[config.mk]
export PLATFORM = sky130hd
export DESIGN_NAME = spi_slave_xfer
export DESIGN_NICKNAME = d
export VERILOG_FILES = /design/src/rtl/spi_slv_pkg.sv /design/src/rtl/spi_slv_sync.sv /design/src/rtl/spi_slv_edge.sv /design/src/rtl/spi_slv_shift.sv /design/src/rtl/spi_slave_xfer.sv
export SDC_FILE = /design/constraint.sdc
export NUM_CORES = 1
export LEC_CHECK = 0
export BUFFER_PORTS_ARGS = -buffer_cell sky130_fd_sc_hd__buf_2
export CORE_MARGIN = 5
export CORE_UTILIZATION = 53
export DETAILED_ROUTE_END_ITERATION = 6
export PLACE_DENSITY = 0.73
export RECOVER_POWER = 25
export SLEW_MARGIN = 20
export SYNTH_ARGS = -nofsm -noshare
export SYNTH_HDL_FRONTEND = slang
export SYNTH_SLANG_ARGS = --single-unit
[constraint.sdc]
create_clock -name clk -period 4.49 [get_ports clk]
set_clock_uncertainty 0.1 [all_clocks]
set_input_delay 0.6735 -clock clk [delete_from_list [all_inputs] [get_ports clk]]
set_output_delay 0.6735 -clock clk [all_outputs]
set_load 0.02 [all_outputs]
[src/rtl/spi_slv_pkg.sv]
package spi_slv_pkg;
  typedef struct packed {
    logic cpol;
    logic cpha;
    logic lsb_first;
    logic wide;
  } spi_cfg_t;
endpackage

[src/rtl/spi_slv_sync.sv]
module spi_slv_sync #(
  parameter int          STAGES  = 2,
  parameter int          N       = 3,
  parameter logic [N-1:0] RST_VAL = '0
) (
  input  logic         clk,
  input  logic         rst,
  input  logic [N-1:0] d,
  output logic [N-1:0] q
);
  genvar i;
  generate
    for (i = 0; i < N; i++) begin : g_bit
      logic [STAGES-1:0] chain;
      always_ff @(posedge clk) begin
        if (rst) chain <= {STAGES{RST_VAL[i]}};
        else     chain <= {chain[STAGES-2:0], d[i]};
      end
      assign q[i] = chain[STAGES-1];
    end
  endgenerate
endmodule

[src/rtl/spi_slv_edge.sv]
module spi_slv_edge
  import spi_slv_pkg::*;
#(
  parameter int W_WIDE   = 16,
  parameter int W_NARROW = 8,
  localparam int CNT_W   = $clog2(2*W_WIDE+1)
) (
  input  logic             clk,
  input  logic             rst,
  input  logic             sck_s,
  input  logic             frame_start,
  input  logic             run,
  input  spi_cfg_t         cfg,
  output logic             edge_evt,
  output logic             cap_evt,
  output logic             shf_evt,
  output logic             done_evt,
  output logic [CNT_W-1:0] edge_cnt
);
  localparam logic [CNT_W-1:0] LAST_WIDE   = CNT_W'(2*W_WIDE);
  localparam logic [CNT_W-1:0] LAST_NARROW = CNT_W'(2*W_NARROW);

  logic             sck_d;
  logic             odd_edge;
  logic [CNT_W-1:0] cnt_nx;
  logic [CNT_W-1:0] last_edge;

  always_ff @(posedge clk) begin
    if (rst) sck_d <= 1'b0;
    else     sck_d <= sck_s;
  end

  always_comb begin
    edge_evt  = run && (sck_s != sck_d);
    odd_edge  = (sck_d == cfg.cpol);
    cap_evt   = edge_evt && (odd_edge != cfg.cpha);
    shf_evt   = edge_evt && (odd_edge == cfg.cpha) && !(cfg.cpha && edge_cnt == '0);
    cnt_nx    = edge_cnt + CNT_W'(1);
    last_edge = cfg.wide ? LAST_WIDE : LAST_NARROW;
    done_evt  = edge_evt && (cnt_nx == last_edge);
  end

  always_ff @(posedge clk) begin
    if (rst)              edge_cnt <= '0;
    else if (frame_start) edge_cnt <= '0;
    else if (edge_evt)    edge_cnt <= cnt_nx;
  end
endmodule

[src/rtl/spi_slv_shift.sv]
module spi_slv_shift
  import spi_slv_pkg::*;
#(
  parameter int W_WIDE   = 16,
  parameter int W_NARROW = 8
) (
  input  logic              clk,
  input  logic              rst,
  input  logic              load,
  input  logic [W_WIDE-1:0] load_word,
  input  logic              cap_evt,
  input  logic              shf_evt,
  input  logic              done_evt,
  input  logic              mosi_s,
  input  spi_cfg_t          cfg,
  output logic              out_bit,
  output logic [W_WIDE-1:0] word_out
);
  localparam logic [W_WIDE-1:0] NARROW_MASK =
    {{(W_WIDE-W_NARROW){1'b0}}, {W_NARROW{1'b1}}};

  logic [W_WIDE-1:0] sreg;
  logic [W_WIDE-1:0] sreg_nx;
  logic              hold;
  logic              commit_bit;

  function automatic logic [W_WIDE-1:0] shift_in(
    input logic [W_WIDE-1:0] v, input logic b, input logic lsbf, input logic wd);
    logic [W_WIDE-1:0] r;
    if (!lsbf) begin
      r = {v[W_WIDE-2:0], b};
    end else begin
      r = v >> 1;
      if (wd) r[W_WIDE-1]   = b;
      else    r[W_NARROW-1] = b;
    end
    return r;
  endfunction

  always_comb begin
    commit_bit = cap_evt ? mosi_s : hold;
    sreg_nx    = shift_in(sreg, commit_bit, cfg.lsb_first, cfg.wide);
    word_out   = cfg.wide ? sreg_nx : (sreg_nx & NARROW_MASK);
    if (cfg.lsb_first) out_bit = sreg[0];
    else if (cfg.wide) out_bit = sreg[W_WIDE-1];
    else               out_bit = sreg[W_NARROW-1];
  end

  always_ff @(posedge clk) begin
    if (rst)          hold <= 1'b0;
    else if (cap_evt) hold <= mosi_s;
  end

  always_ff @(posedge clk) begin
    if (rst)                      sreg <= '0;
    else if (load)                sreg <= load_word;
    else if (shf_evt || done_evt) sreg <= sreg_nx;
  end
endmodule

[src/rtl/spi_slave_xfer.sv]
module spi_slave_xfer
  import spi_slv_pkg::*;
#(
  parameter int W_WIDE      = 16,
  parameter int W_NARROW    = 8,
  parameter int SYNC_STAGES = 2,
  localparam int CNT_W      = $clog2(2*W_WIDE+1)
) (
  input  logic              clk,
  input  logic              rst,
  input  logic              cfg_cpol,
  input  logic              cfg_cpha,
  input  logic              cfg_lsb_first,
  input  logic              cfg_wide,
  input  logic [W_WIDE-1:0] tx_word,
  input  logic              tx_load,
  input  logic              done_clr,
  input  logic              sck_in,
  input  logic              mosi_in,
  input  logic              ss_n_in,
  output logic [W_WIDE-1:0] rx_word,
  output logic              rx_done,
  output logic              miso_out,
  output logic              miso_oe
);
  logic              sck_s, mosi_s, ss_s, ss_d;
  logic              frame_start;
  logic              active, sel, seen_edge;
  spi_cfg_t          cfg_q;
  logic [W_WIDE-1:0] tx_buf;
  logic              edge_evt, cap_evt, shf_evt, done_evt;
  logic [CNT_W-1:0]  edge_cnt;
  logic              out_bit;
  logic [W_WIDE-1:0] word_out;

  spi_slv_sync #(.STAGES(SYNC_STAGES), .N(3), .RST_VAL(3'b100)) u_sync (
    .clk(clk), .rst(rst),
    .d({ss_n_in, mosi_in, sck_in}),
    .q({ss_s, mosi_s, sck_s})
  );

  always_ff @(posedge clk) begin
    if (rst) ss_d <= 1'b1;
    else     ss_d <= ss_s;
  end
  assign frame_start = ss_d && !ss_s;

  always_ff @(posedge clk) begin
    if (rst) begin
      cfg_q <= '0;
    end else if (frame_start) begin
      cfg_q.cpol      <= cfg_cpol;
      cfg_q.cpha      <= cfg_cpha;
      cfg_q.lsb_first <= cfg_lsb_first;
      cfg_q.wide      <= cfg_wide;
    end
  end

  always_ff @(posedge clk) begin
    if (rst)          tx_buf <= '0;
    else if (tx_load) tx_buf <= tx_word;
  end

  always_ff @(posedge clk) begin
    if (rst) begin
      active    <= 1'b0;
      sel       <= 1'b0;
      seen_edge <= 1'b0;
    end else if (ss_s) begin
      active    <= 1'b0;
      sel       <= 1'b0;
      seen_edge <= 1'b0;
    end else if (frame_start) begin
      active    <= 1'b1;
      sel       <= 1'b1;
      seen_edge <= 1'b0;
    end else begin
      if (done_evt) active    <= 1'b0;
      if (edge_evt) seen_edge <= 1'b1;
    end
  end

  spi_slv_edge #(.W_WIDE(W_WIDE), .W_NARROW(W_NARROW)) u_edge (
    .clk(clk), .rst(rst), .sck_s(sck_s), .frame_start(frame_start),
    .run(active), .cfg(cfg_q),
    .edge_evt(edge_evt), .cap_evt(cap_evt), .shf_evt(shf_evt),
    .done_evt(done_evt), .edge_cnt(edge_cnt)
  );

  spi_slv_shift #(.W_WIDE(W_WIDE), .W_NARROW(W_NARROW)) u_shift (
    .clk(clk), .rst(rst), .load(frame_start), .load_word(tx_buf),
    .cap_evt(cap_evt), .shf_evt(shf_evt), .done_evt(done_evt),
    .mosi_s(mosi_s), .cfg(cfg_q), .out_bit(out_bit), .word_out(word_out)
  );

  always_ff @(posedge clk) begin
    if (rst) begin
      rx_word <= '0;
      rx_done <= 1'b0;
    end else begin
      if (done_evt) rx_word <= word_out;
      if (done_evt)      rx_done <= 1'b1;
      else if (done_clr) rx_done <= 1'b0;
    end
  end

  always_ff @(posedge clk) begin
    if (rst) begin
      miso_out <= 1'b0;
      miso_oe  <= 1'b0;
    end else begin
      miso_oe  <= sel && (!cfg_q.cpha || seen_edge);
      miso_out <= sel ? out_bit : 1'b0;
    end
  end
endmodule

* Word level (Yosys, flattened, before mapping)
Cells that the tools add are included.
** Operators by class
- Equality and inequality tests :: 5
- Multiply operators :: 0
- Multiplexer cells :: 14
- Add/sub/neg operators :: 1
- Order comparisons :: 0
- Divide/modulo/power cells :: 0
- Reductions and logical operators :: 21
- Shift-type cells :: 0
- Bitwise logic cells :: 1
** Operators by type and width (count)
- $mux 16 :: 4
- $mux 1 :: 9
- $logic_and 1x1->1 :: 8
- $add 6x1->6 const B :: 1
- $eq 6x6->1 :: 1
- $logic_not 6->1 :: 1
- $mux 6 :: 1
- $reduce_bool 2->1 :: 3
- $reduce_or 2->1 :: 3
- $logic_not 1->1 :: 3
- $reduce_or 3->1 :: 1
- $eq 1x1->1 :: 2
- $logic_or 1x1->1 :: 2
- $ne 1x1->1 :: 2
- $not 1->1 :: 1
** Word-level totals
- Word-level logic and storage cells :: 62
- RAM bits :: 0
- Memories :: 0
- ROM bits :: 0
- Register bits after elaboration :: 73
- Latch bits :: 0
- Input bits :: 27

* Logic depth before layout (Yosys ltp)
Gate-level depths: netlist of run 1.
- Word-level depth :: 8
- Gate-level depth with buffers :: 10
- Mapped depth without buffers :: 8

* Cells and area by module
Synthesis of run 1 repeated with hierarchy kept, for this count alone.
** Second synthesis, totals
- Cells, all modules :: 355
- Area, all modules :: 3355.7 sq um
** Modules (own cells, without submodules)
- spi_slave_xfer :: area an instance 1571.5 sq um, times used 1, seq. area each 860.8 sq um, cells an instance 142
- spi_slv_shift :: area an instance 1061.0 sq um, times used 1, seq. area each 340.3 sq um, cells an instance 127
- spi_slv_edge :: area an instance 543.0 sq um, times used 1, seq. area each 140.1 sq um, cells an instance 71
- spi_slv_sync :: area an instance 180.2 sq um, times used 1, seq. area each 120.1 sq um, cells an instance 15

* Worst setup path before layout of run 1
No wires, ideal clock.
- Path kind :: reg-to-reg
- Start point :: reg u_edge.edge_cnt[0]
- End point :: reg u_shift.sreg[14]
- Arrival time :: 2.131 ns
- Required time :: 4.294 ns
- Path buffers :: 1
- Stages on the path, launching flop included :: 9
- Slack :: 2.164 ns
- Library setup time :: 0.096 ns
- Cells stage by stage :: dfxtp_1 -> ha_1 -> buf_2 -> nand3_1 -> and3_1 -> a311oi_1 -> a311oi_4 -> or4_1 -> o41ai_2
** Between the ends
- Longest elaborated chain between the ends :: 6
- Elaborated cells on any way between the ends :: 9
- Those cells by class :: add/sub (1); eq/ne (1); reduce/logical (7)
** Ends and longest elaborated chain
- start, declared :: RTL line spi_slv_edge.sv:18 : output logic [CNT_W-1:0] edge_cnt
- start signal, assigned :: RTL line spi_slv_edge.sv:46 : else if (edge_evt) edge_cnt <= cnt_nx;
- parallel branches: the longest is 4 deep, another holds $add 6x1->6
- $logic_or 1x1->1 * :: RTL line spi_slv_shift.sv:57 : else if (shf_evt || done_evt) sreg <= sreg_nx;
- $reduce_bool 2->1 (no line) *
- end signal, assigned :: RTL line spi_slv_shift.sv:56 : else if (load) sreg <= load_word;
- end signal, assigned :: RTL line spi_slv_shift.sv:57
- end, declared :: RTL line spi_slv_shift.sv:22 : logic [W_WIDE-1:0] sreg;
Every way passes the cells marked *.
A chain may end at the register's enable or synchronous reset.

* Worst setup path after layout of run 1
- Start point :: reg u_edge.edge_cnt[0]
- End point :: reg u_shift.sreg[12]
Same word-level chain as after synthesis.

==> results.md, run 1 <==
- Die Footprint: between 0.007 and 0.008 sq mm
- Worst min path class: flip-flop to flip-flop
- I/O pin count: 46
- GR Overflow Total: 0
- Clk pwr share: about two fifths
- CP arrival: roughly 3.3 ns
- Commonest non-fill, non-tap cell in the layout: dfxtp_1
- Area share of fa/ha/maj cells after synthesis: approximately 1.2%
- Layout Cells excl Fill: approximately 470
- Post-Layout Inst Area: around 0.0036 sq mm
- Dpl cells: 455
- Post-Synth XOR/XNOR Area: 2.15%
- H-tree levels: 3
- Startpoint types: flip-flop
- EDFF count, synth: 0
- Site Rows: 28
- Compound-cell area share of the yosys netlist: approximately 14%
- Area growth syn-to-layout: 12.0%
- Logic gate share of total power: about 5.7%
- Worst-Skew Late Latency: approximately 0.35 ns
- Hold Violations, Final: 0
- Mux cell area share after synthesis: about a tenth
- Sw Share: between 20% and 30%
- Cells after Synth: ~360
- Largest net degree at the start of global routing: 53
- Sequential share of the synthesized area: 44.9%
- Pint: between 0.9 and 1 mW
- RSZ-0062 raised after global routing: false
- CP max FO: 27
- Setup total negative slack: 0 ns
- CTS tree: yes
- NetSw: 0.282 mW
- Top_reg_cell synth: dfxtp_1
- Wirelength per Cell: roughly 15 microns
- Post-synth ARST share: 0%
- Leak: roughly 1.4 nW
- Worst-path clk slew: ~0.07 ns
- WP data required: 4.63 ns
- Final ANT Viol Nets: 0
- Slew Limit Fails: 53
- Dpl cell area: 0.00345 sq mm
- I/O Buffers: 45
- Final wirelength: between 6000 and 7000 microns
- FF+latch count, synth: 73
- DR pass1 iterations: 4
- Final #Nets: between 400 and 500
- FMAX: about 310 MHz
- Global Route Usage Sum: between 10% and 20%
- MaxCap Viol Count: 1
- Root buffer cell: clkbuf_8
- CTS Buf Count: 9
- Final GP Congestion: approximately 0.88
- Worst Setup End Kind: flip-flop
- Diodes inserted: 0
- Layout cells sized above 1: ~18%
- Total Power: between 1 and 1.5 mW
- First-pass GRT wire length: between 10000 and 15000 microns
- Drt initial violations: about 140
- Yosys cell types: 47
- Vias in the first global route: between 2000 and 2500
- HPWL Detailed: roughly 4700 microns
- Post-Syn Nets: around 390
- Headroom to the max-slew limit: -33.8%
- Cts-stage hold buffer count: 0
- Peak VDD IR: ~0.26 mV
- Crit share post-route: a little over 70%
- Syn. warnings: 0
- Critical setup path kind: flip-flop to flip-flop
- Drt via density: 5.60
- Post-synth top area share: around 45%
- Mapped Area: 0.00325 sq mm
- Total clock sinks: 73
- DR vias: approximately 2600
- Failing checks: capacitance limit, slew limit
- Status: finished with violations
- Final min period: 3.20 ns
- Area contributors post-synth: dfxtp_1 45%, nor2_1 8.3%, mux2i_1 7.7%
- Yosys top cell by area: dfxtp_1
- Core area: a little under 0.006 sq mm
- Final-report setup violation count: 0
- Simple-gate share of the synthesized area: between 20 and 25%
- Pwr Density: about 340 mW/mm^2
- Die X-Extent: ~88 microns
- Drt drc: 0
- Die Ht: a little under 90 microns
- Most frequent cells in the layout: 73 x dfxtp_1, 72 x nor2_1, 40 x buf_2
- Initial core utilization: a little over half
- Post-synthesis average cell area: about 8.9 sq um
- Post-CTS Resized: 0
- Clock buffer depth: 2
- Worst Tran Pin Value: approximately 2 ns
- Largest family of logic cells by synthesized area: simple AND/OR/NAND/NOR gates
- Share of power burned in registers: between 50% and 60%
- Initial antenna violation count: 0
- Post-CTS Setup Repair Bufs: 0
## layer usage
metal	vias up	track usage, %	wire (microns)
met5	-	0	0
met4	0	6.32	65
met3	9	6.33	409
met2	59	29.0	3180
met1	1234	25.7	3260
li1	1337	-	-
## cell usage after synthesis, drive strengths merged (4+ instances only)
library cell and instances:
nand4b 15, nand3 4, nand3b 4, nor2b 6, buf 10, nor3 7, xor2 5, clkbuf 21
mux2i 25, nand2 20, a21oi 17, mux2 7, a22oi 8, o41ai 7, o21ai 9, dfxtp 73
nor2 73, inv 5, nand2b 4, a211oi 7, o31ai 6
## final cells by class
class                   count  area [sq um]
fillers                   549          2310
multi-input cells         255          1640
flip-flops and latches     73          1460
repair buffers             47           234
clock buffers              14           153
well taps                  75          93.8
clock inverters             2          37.5
inverters                   5          18.8
## kinds of logic (layout without fill, tap and decap cells)
logic type / Yosys count / after routing
AO/OA/AOI/OAI: 66 / 66
XOR/XNOR: 8 / 8
buffers and inverters: 36 / 68
adder cells (fa/ha/maj): 3 / 3
multiplexers: 32 / 32
AND/OR/NAND/NOR: 146 / 146
flip-flops: 73 / 73
## power by group through the flow
stage / Clock, mW / Combinational, mW / Sequential [mW]
after global routing: 0.546 / 0.0795 / 0.676
after detailed placement: 0 / 0.0706 / 0.689
after global placement: 0 / 0.0696 / 0.688
final: 0.504 / 0.0708 / 0.674
after floorplan: 0 / 0.0541 / 0.683
after CTS: 0.513 / 0.0710 / 0.674
## critical path, cell delays in order (launching register included)
cell and delay (ns):
dfxtp_1 0.47, ha_1 0.40, nand3_1 0.17, and3_1 0.21
a311oi_1 0.50, a311o_1 0.91, nand4b_1 0.21, o41ai_1 0.12
## worst paths after layout
| check | from | end | slack, ns | cells after the start |
|---|---|---|---|---|
| min reg2reg | u_sync.g_bit[2].chain[0] | u_sync.g_bit[2].chain[1] | 0.33 | 1 |
| max reg2reg | u_edge.edge_cnt[0] | u_shift.sreg[12] | 1.29 | 7 |
| min | u_sync.g_bit[2].chain[0] | u_sync.g_bit[2].chain[1] | 0.33 | 1 |
| max | u_edge.edge_cnt[0] | u_shift.sreg[12] | 1.29 | 7 |
## metrics by stage
step | worst slack (ns) | util [%] | hold slack (ns)
detailed placement | 1.33 | 57.9 | 0.299
global placement | 1.49 | 57.9 | 0.302
CTS | 1.31 | 61.1 | 0.327
floorplan | 2.16 | - | 0.289
global route | 0.987 | 61.2 | 0.336
finish | 1.29 | 61.2 | 0.330
## sequential cells by signal, summed over array words and instances, names as in the netlist
| signal | count |
|---|---|
| u_edge.edge_cnt | 6 |
| sel | 1 |
| miso_out | 1 |
| ss_d | 1 |
| cfg_q | 4 |
| seen_edge | 1 |
| rx_done | 1 |
| rx_word | 16 |
| u_edge.sck_d | 1 |
| u_sync.g_bit.chain | 6 |
| active | 1 |
| u_shift.hold | 1 |
| tx_buf | 16 |
| u_shift.sreg | 16 |
| miso_oe | 1 |
Power figures use the tool's default switching activity.
==> run 2, diff against run 1 <==
--- a/config.mk
+++ b/config.mk
@@ -5,9 +5,10 @@
 export SDC_FILE = /design/constraint.sdc
 export NUM_CORES = 1
 export LEC_CHECK = 0
+export ABC_AREA = 1
 export BUFFER_PORTS_ARGS = -buffer_cell sky130_fd_sc_hd__buf_2
 export CORE_MARGIN = 5
-export CORE_UTILIZATION = 53
+export CORE_UTILIZATION = 51
 export DETAILED_ROUTE_END_ITERATION = 6
 export PLACE_DENSITY = 0.73
 export RECOVER_POWER = 25
==> constraint.sdc (replaced) <==
create_clock -name clk -period 2.77 [get_ports clk]
set_clock_uncertainty 0.1 [all_clocks]
set_input_delay 0.4155 -clock clk [delete_from_list [all_inputs] [get_ports clk]]
set_output_delay 0.4155 -clock clk [all_outputs]
set_load 0.02 [all_outputs]
==> run 2 against run 1 <==
The run now ends clean. Setup slack worse by 0.61 ns. Sequential cell count did not move. Sequential share of layout area down 0.18 points. Cell count increased by 21%. Utilization decreased by 2.5 points. Clock power up 82%. Highest routed layer unchanged.
==> results.md, run 2 <==
- Status: finished, final reports clean (was finished with violations)
- Final wirelength: 6890 microns (was 6920 microns)
- Clock buffer depth: 2 (unchanged)
- Worst Setup End Kind: flip-flop (unchanged)
- Post-synth top area share: 45.4% (was 44.9%)
- Final GP Congestion: 0.839 (was 0.875)
- Post-Layout Inst Area: 0.00366 sq mm (was 0.00364 sq mm)
- Final worst slack: 0.680 ns (was 1.29 ns)
- Critical setup path kind: flip-flop to flip-flop (unchanged)
- R2R Path End: u_shift.sreg[11] (was u_shift.sreg[12])
- H-tree levels: 3 (unchanged)
- DR pass1 iterations: 4 (unchanged)
- EDFF count, synth: 0 (unchanged)
- Site Rows: 29 (was 28)
- Area growth syn-to-layout: 13.6% (was 12.0%)
- Die Footprint: 0.00800 sq mm (was 0.00780 sq mm)
- Max incr delay on CP: 0.49 ns (was 0.91 ns)
- Crit path max-delay family: simple AND/OR/NAND/NOR gates (was compound AO/OA/AOI/OAI gates)
- Most frequent cells in the layout: 83 x nand2_1, 79 x nor2_1, 73 x dfxtp_1 (was 73 x dfxtp_1, 72 x nor2_1, 40 x buf_2)
- Mapped Area: 0.00322 sq mm (was 0.00325 sq mm)
- Startpoint types: flip-flop (unchanged)
- Area contributors post-synth: dfxtp_1 45%, nand2_1 9.7%, nor2_1 9.3% (was dfxtp_1 45%, nor2_1 8.3%, mux2i_1 7.7%)
- Die Ht: 89.5 microns (was 88.3 microns)
- Leak: 1.65 nW (was 1.42 nW)
- Logic gate share of total power: 7.4% (was 5.7%)
- Top Registers: rx_word (16), tx_buf (16), u_shift.sreg (16) (unchanged)
- Worst setup path startpoint: u_edge.edge_cnt[0] (unchanged)
- Syn. warnings: 0 (unchanged)
- Cts-stage hold buffer count: 0 (unchanged)
- Hold Violations, Final: 0 (unchanged)
- Top_reg_cell synth: dfxtp_1 (unchanged)
- Hold path start: ss_n_in (was u_sync.g_bit[2].chain[0])
- First-pass GRT wire length: 11700 microns (was 11800 microns)
- Post-CTS Setup Repair Bufs: 0 (unchanged)
- Headroom to the max-slew limit: 22.2% (was -33.8%)
- Pint: 1.68 mW (was 0.967 mW)
- Flop2flop setup slack: 0.68 ns (was 1.29 ns)
- Most common cell in the netlist: nand2_1 (was dfxtp_1)
- Root buffer cell: clkbuf_8 (unchanged)
- Diodes inserted: 0 (unchanged)
- Dpl cells: 554 (was 455)
- Final min period: 2.09 ns (was 3.20 ns)
- Die X-Extent: 89.5 microns (was 88.3 microns)
- Most Frequent Cell on Critical Path: nor2_1
- Layout cells sized above 1: 17.0% (was 17.9%)
- Dpl cell area: 0.00345 sq mm (unchanged)
- Crit share post-route: 75.4% (was 71.3%)
- Largest net degree at the start of global routing: 29 (was 53)
- Initial antenna violation count: 0 (unchanged)
- Worst hold endpoint: u_sync.g_bit[2].chain[0] (was u_sync.g_bit[2].chain[1])
- Hold Path Stages: 2 (was 1)
- I/O Buffers: 45 (unchanged)
- Sw Share: 23.3% (was 22.6%)
- Drt initial violations: 162 (was 142)
- Cells after Synth: 448 (was 364)
- CP arrival: 2.22 ns (was 3.34 ns)
- WP data required: 2.90 ns (was 4.63 ns)
- CTS tree: yes (unchanged)
- Crit-path cells: ha_1, xnor2_1, nand2_1, nor2_2, nand3_2, nand2_2, inv_2, nor2_1, nor2_1 (was ha_1, nand3_1, and3_1, a311oi_1, a311o_1, nand4b_1, o41ai_1)
- RSZ-0062 raised after global routing: false (unchanged)
- MaxCap Viol Count: 0 (was 1)
- Layout Cells excl Fill: 570 (was 471)
- Vias in the first global route: 2720 (was 2490)
- Final-report setup violation count: 0 (unchanged)
- Yosys cell types: 30 (was 47)
- Worst min path class: primary input to flip-flop (was flip-flop to flip-flop)
- FF+latch count, synth: 73 (unchanged)
- Slew Limit Fails: 0 (was 53)
- Drt drc: 0 (unchanged)
- CP max-delay cell: dfxtp_1 (was a311o_1)
- Share of power burned in registers: 50.8% (was 54.0%)
- Global Route Usage Sum: 18.6% (was 19.1%)
- Worst-path clk slew: 0.07 ns (about the same)
- Total Power: 2.19 mW (was 1.25 mW)
- Commonest non-fill, non-tap cell in the layout: nand2_1 (was dfxtp_1)
- Post-layout util: 58.6% (was 61.2%)
- Sequential share of the synthesized area: 45.4% (was 44.9%)
- NetSw: 0.510 mW (was 0.282 mW)
- Total clock sinks: 73 (unchanged)
- Pre-CTS setup slack: 0.720 ns (was 1.33 ns)
- Worst hold slack: 0.155 ns (was 0.330 ns)
- FMAX: 479 MHz (was 312 MHz)
- DR vias: 2875 (was 2639)
- CP max FO: 17 (was 27)
- HPWL Detailed: 4860 microns (was 4710 microns)
- Clk pwr share: 41.8% (was 40.3%)
- Worst R2R Start: u_edge.edge_cnt[0] (unchanged)
- Worst-Skew Late Latency: 0.35 ns (about the same)
- Post-Syn Nets: 478 (was 394)
- Core area: 0.00624 sq mm (was 0.00596 sq mm)
- Yosys top cell by area: dfxtp_1 (unchanged)
- Final ANT Viol Nets: 0 (unchanged)
- Drt via density: 5.04 (was 5.60)
- GR Overflow Total: 0 (unchanged)
- Setup total negative slack: 0 ns (unchanged)
- Initial core utilization: 51.6% (was 54.6%)
- Worst Tran Pin Value: 1.17 ns (was 2.01 ns)
- Wirelength per Cell: 12.1 microns (was 14.7 microns)
- Post-synth ARST share: 0% (unchanged)
- Pwr Density: 598 mW/mm^2 (was 343 mW/mm^2)
- Post-synthesis average cell area: 7.19 sq um (was 8.93 sq um)
- Final #Nets: 518 (was 421)
- Peak VDD IR: 0.439 mV (was 0.255 mV)
- Post-CTS Resized: 0 (unchanged)
- I/O pin count: 46 (unchanged)
- Most frequent cells after synthesis: 83 x nand2_1, 80 x nor2_1, 73 x dfxtp_1, 60 x o21ai_0, 41 x inv_1 (was 73 x dfxtp_1, 72 x nor2_1, 25 x mux2i_1, 21 x clkbuf_1, 20 x nand2_1)
- CTS Buf Count: 9 (unchanged)
- Buffers and inverters on the worst path: 1 (was 0)
- Worst reg2reg path depth: 9 (was 7)
[run 2: cell count changes after synthesis, sizes merged, moves of 14 or more]
cell    before  now
inv          5   43
nand3        4   18
mux2i       25    3
nand4b      15    0
o21ai        9   61
nand2       20   87
[run 2: power groups by stage]
stage | registers, mW | clock network [mW] | logic, mW
after CTS | 1.11 | 0.940 | 0.165
final | 1.11 | 0.915 | 0.162
after global routing | 1.12 | 0.982 | 0.187
after detailed placement | 1.13 | 0 | 0.163
after global placement | 1.13 | 0 | 0.160
after floorplan | 1.13 | 0 | 0.119
[run 2: per-layer routing]
| layer | share of wire, % | global-route usage (%) |
|---|---|---|
| met3 | 4.0 | 4.33 |
| met5 | 0 | 0 |
| met1 | 48 | 22.4 |
| met4 | 1.5 | 7.58 |
| met2 | 47 | 31.9 |
[run 2: worst register-to-register path: cells and delay by family (launching register included)]
family	cells	cell delay, ns
AND/OR/NAND/NOR	6	0.80
flip-flops	1	0.49
adder cells (fa/ha/maj)	1	0.26
buffers and inverters	1	0.18
XOR/XNOR	1	0.14
[run 2: cell families after synthesis]
family                   Yosys count  synth area share, %
multiplexers                       3                0.933
AND/OR/NAND/NOR                  208                 27.4
XOR/XNOR                           1                0.272
adder cells (fa/ha/maj)            3                 1.17
flip-flops                        73                 45.4
AO/OA/AOI/OAI                     96                 15.7
buffers and inverters             64                 9.13
[run 2: worst max path at each step]
stage	endpoint	slack, ns	cells past startpoint
4_1_cts	u_shift.sreg[11]	0.67	9
2_1_floorplan	u_shift.sreg[1]	1.06	11
5_1_grt	rx_word[0]	0.52	11
3_3_place_gp	u_shift.sreg[13]	0.82	9
3_5_place_dp	u_shift.sreg[11]	0.72	9
6_report	u_shift.sreg[11]	0.68	9
[run 2: layout make-up]
type                       instances  area (sq um)
clock buffer                      11           141
clock inverter                     5          78.8
fill                             603          2580
inverter                          43           161
multi-input combinational        311          1470
sequential                        73          1460
tap                               77          96.3
timing repair buffer              50           253
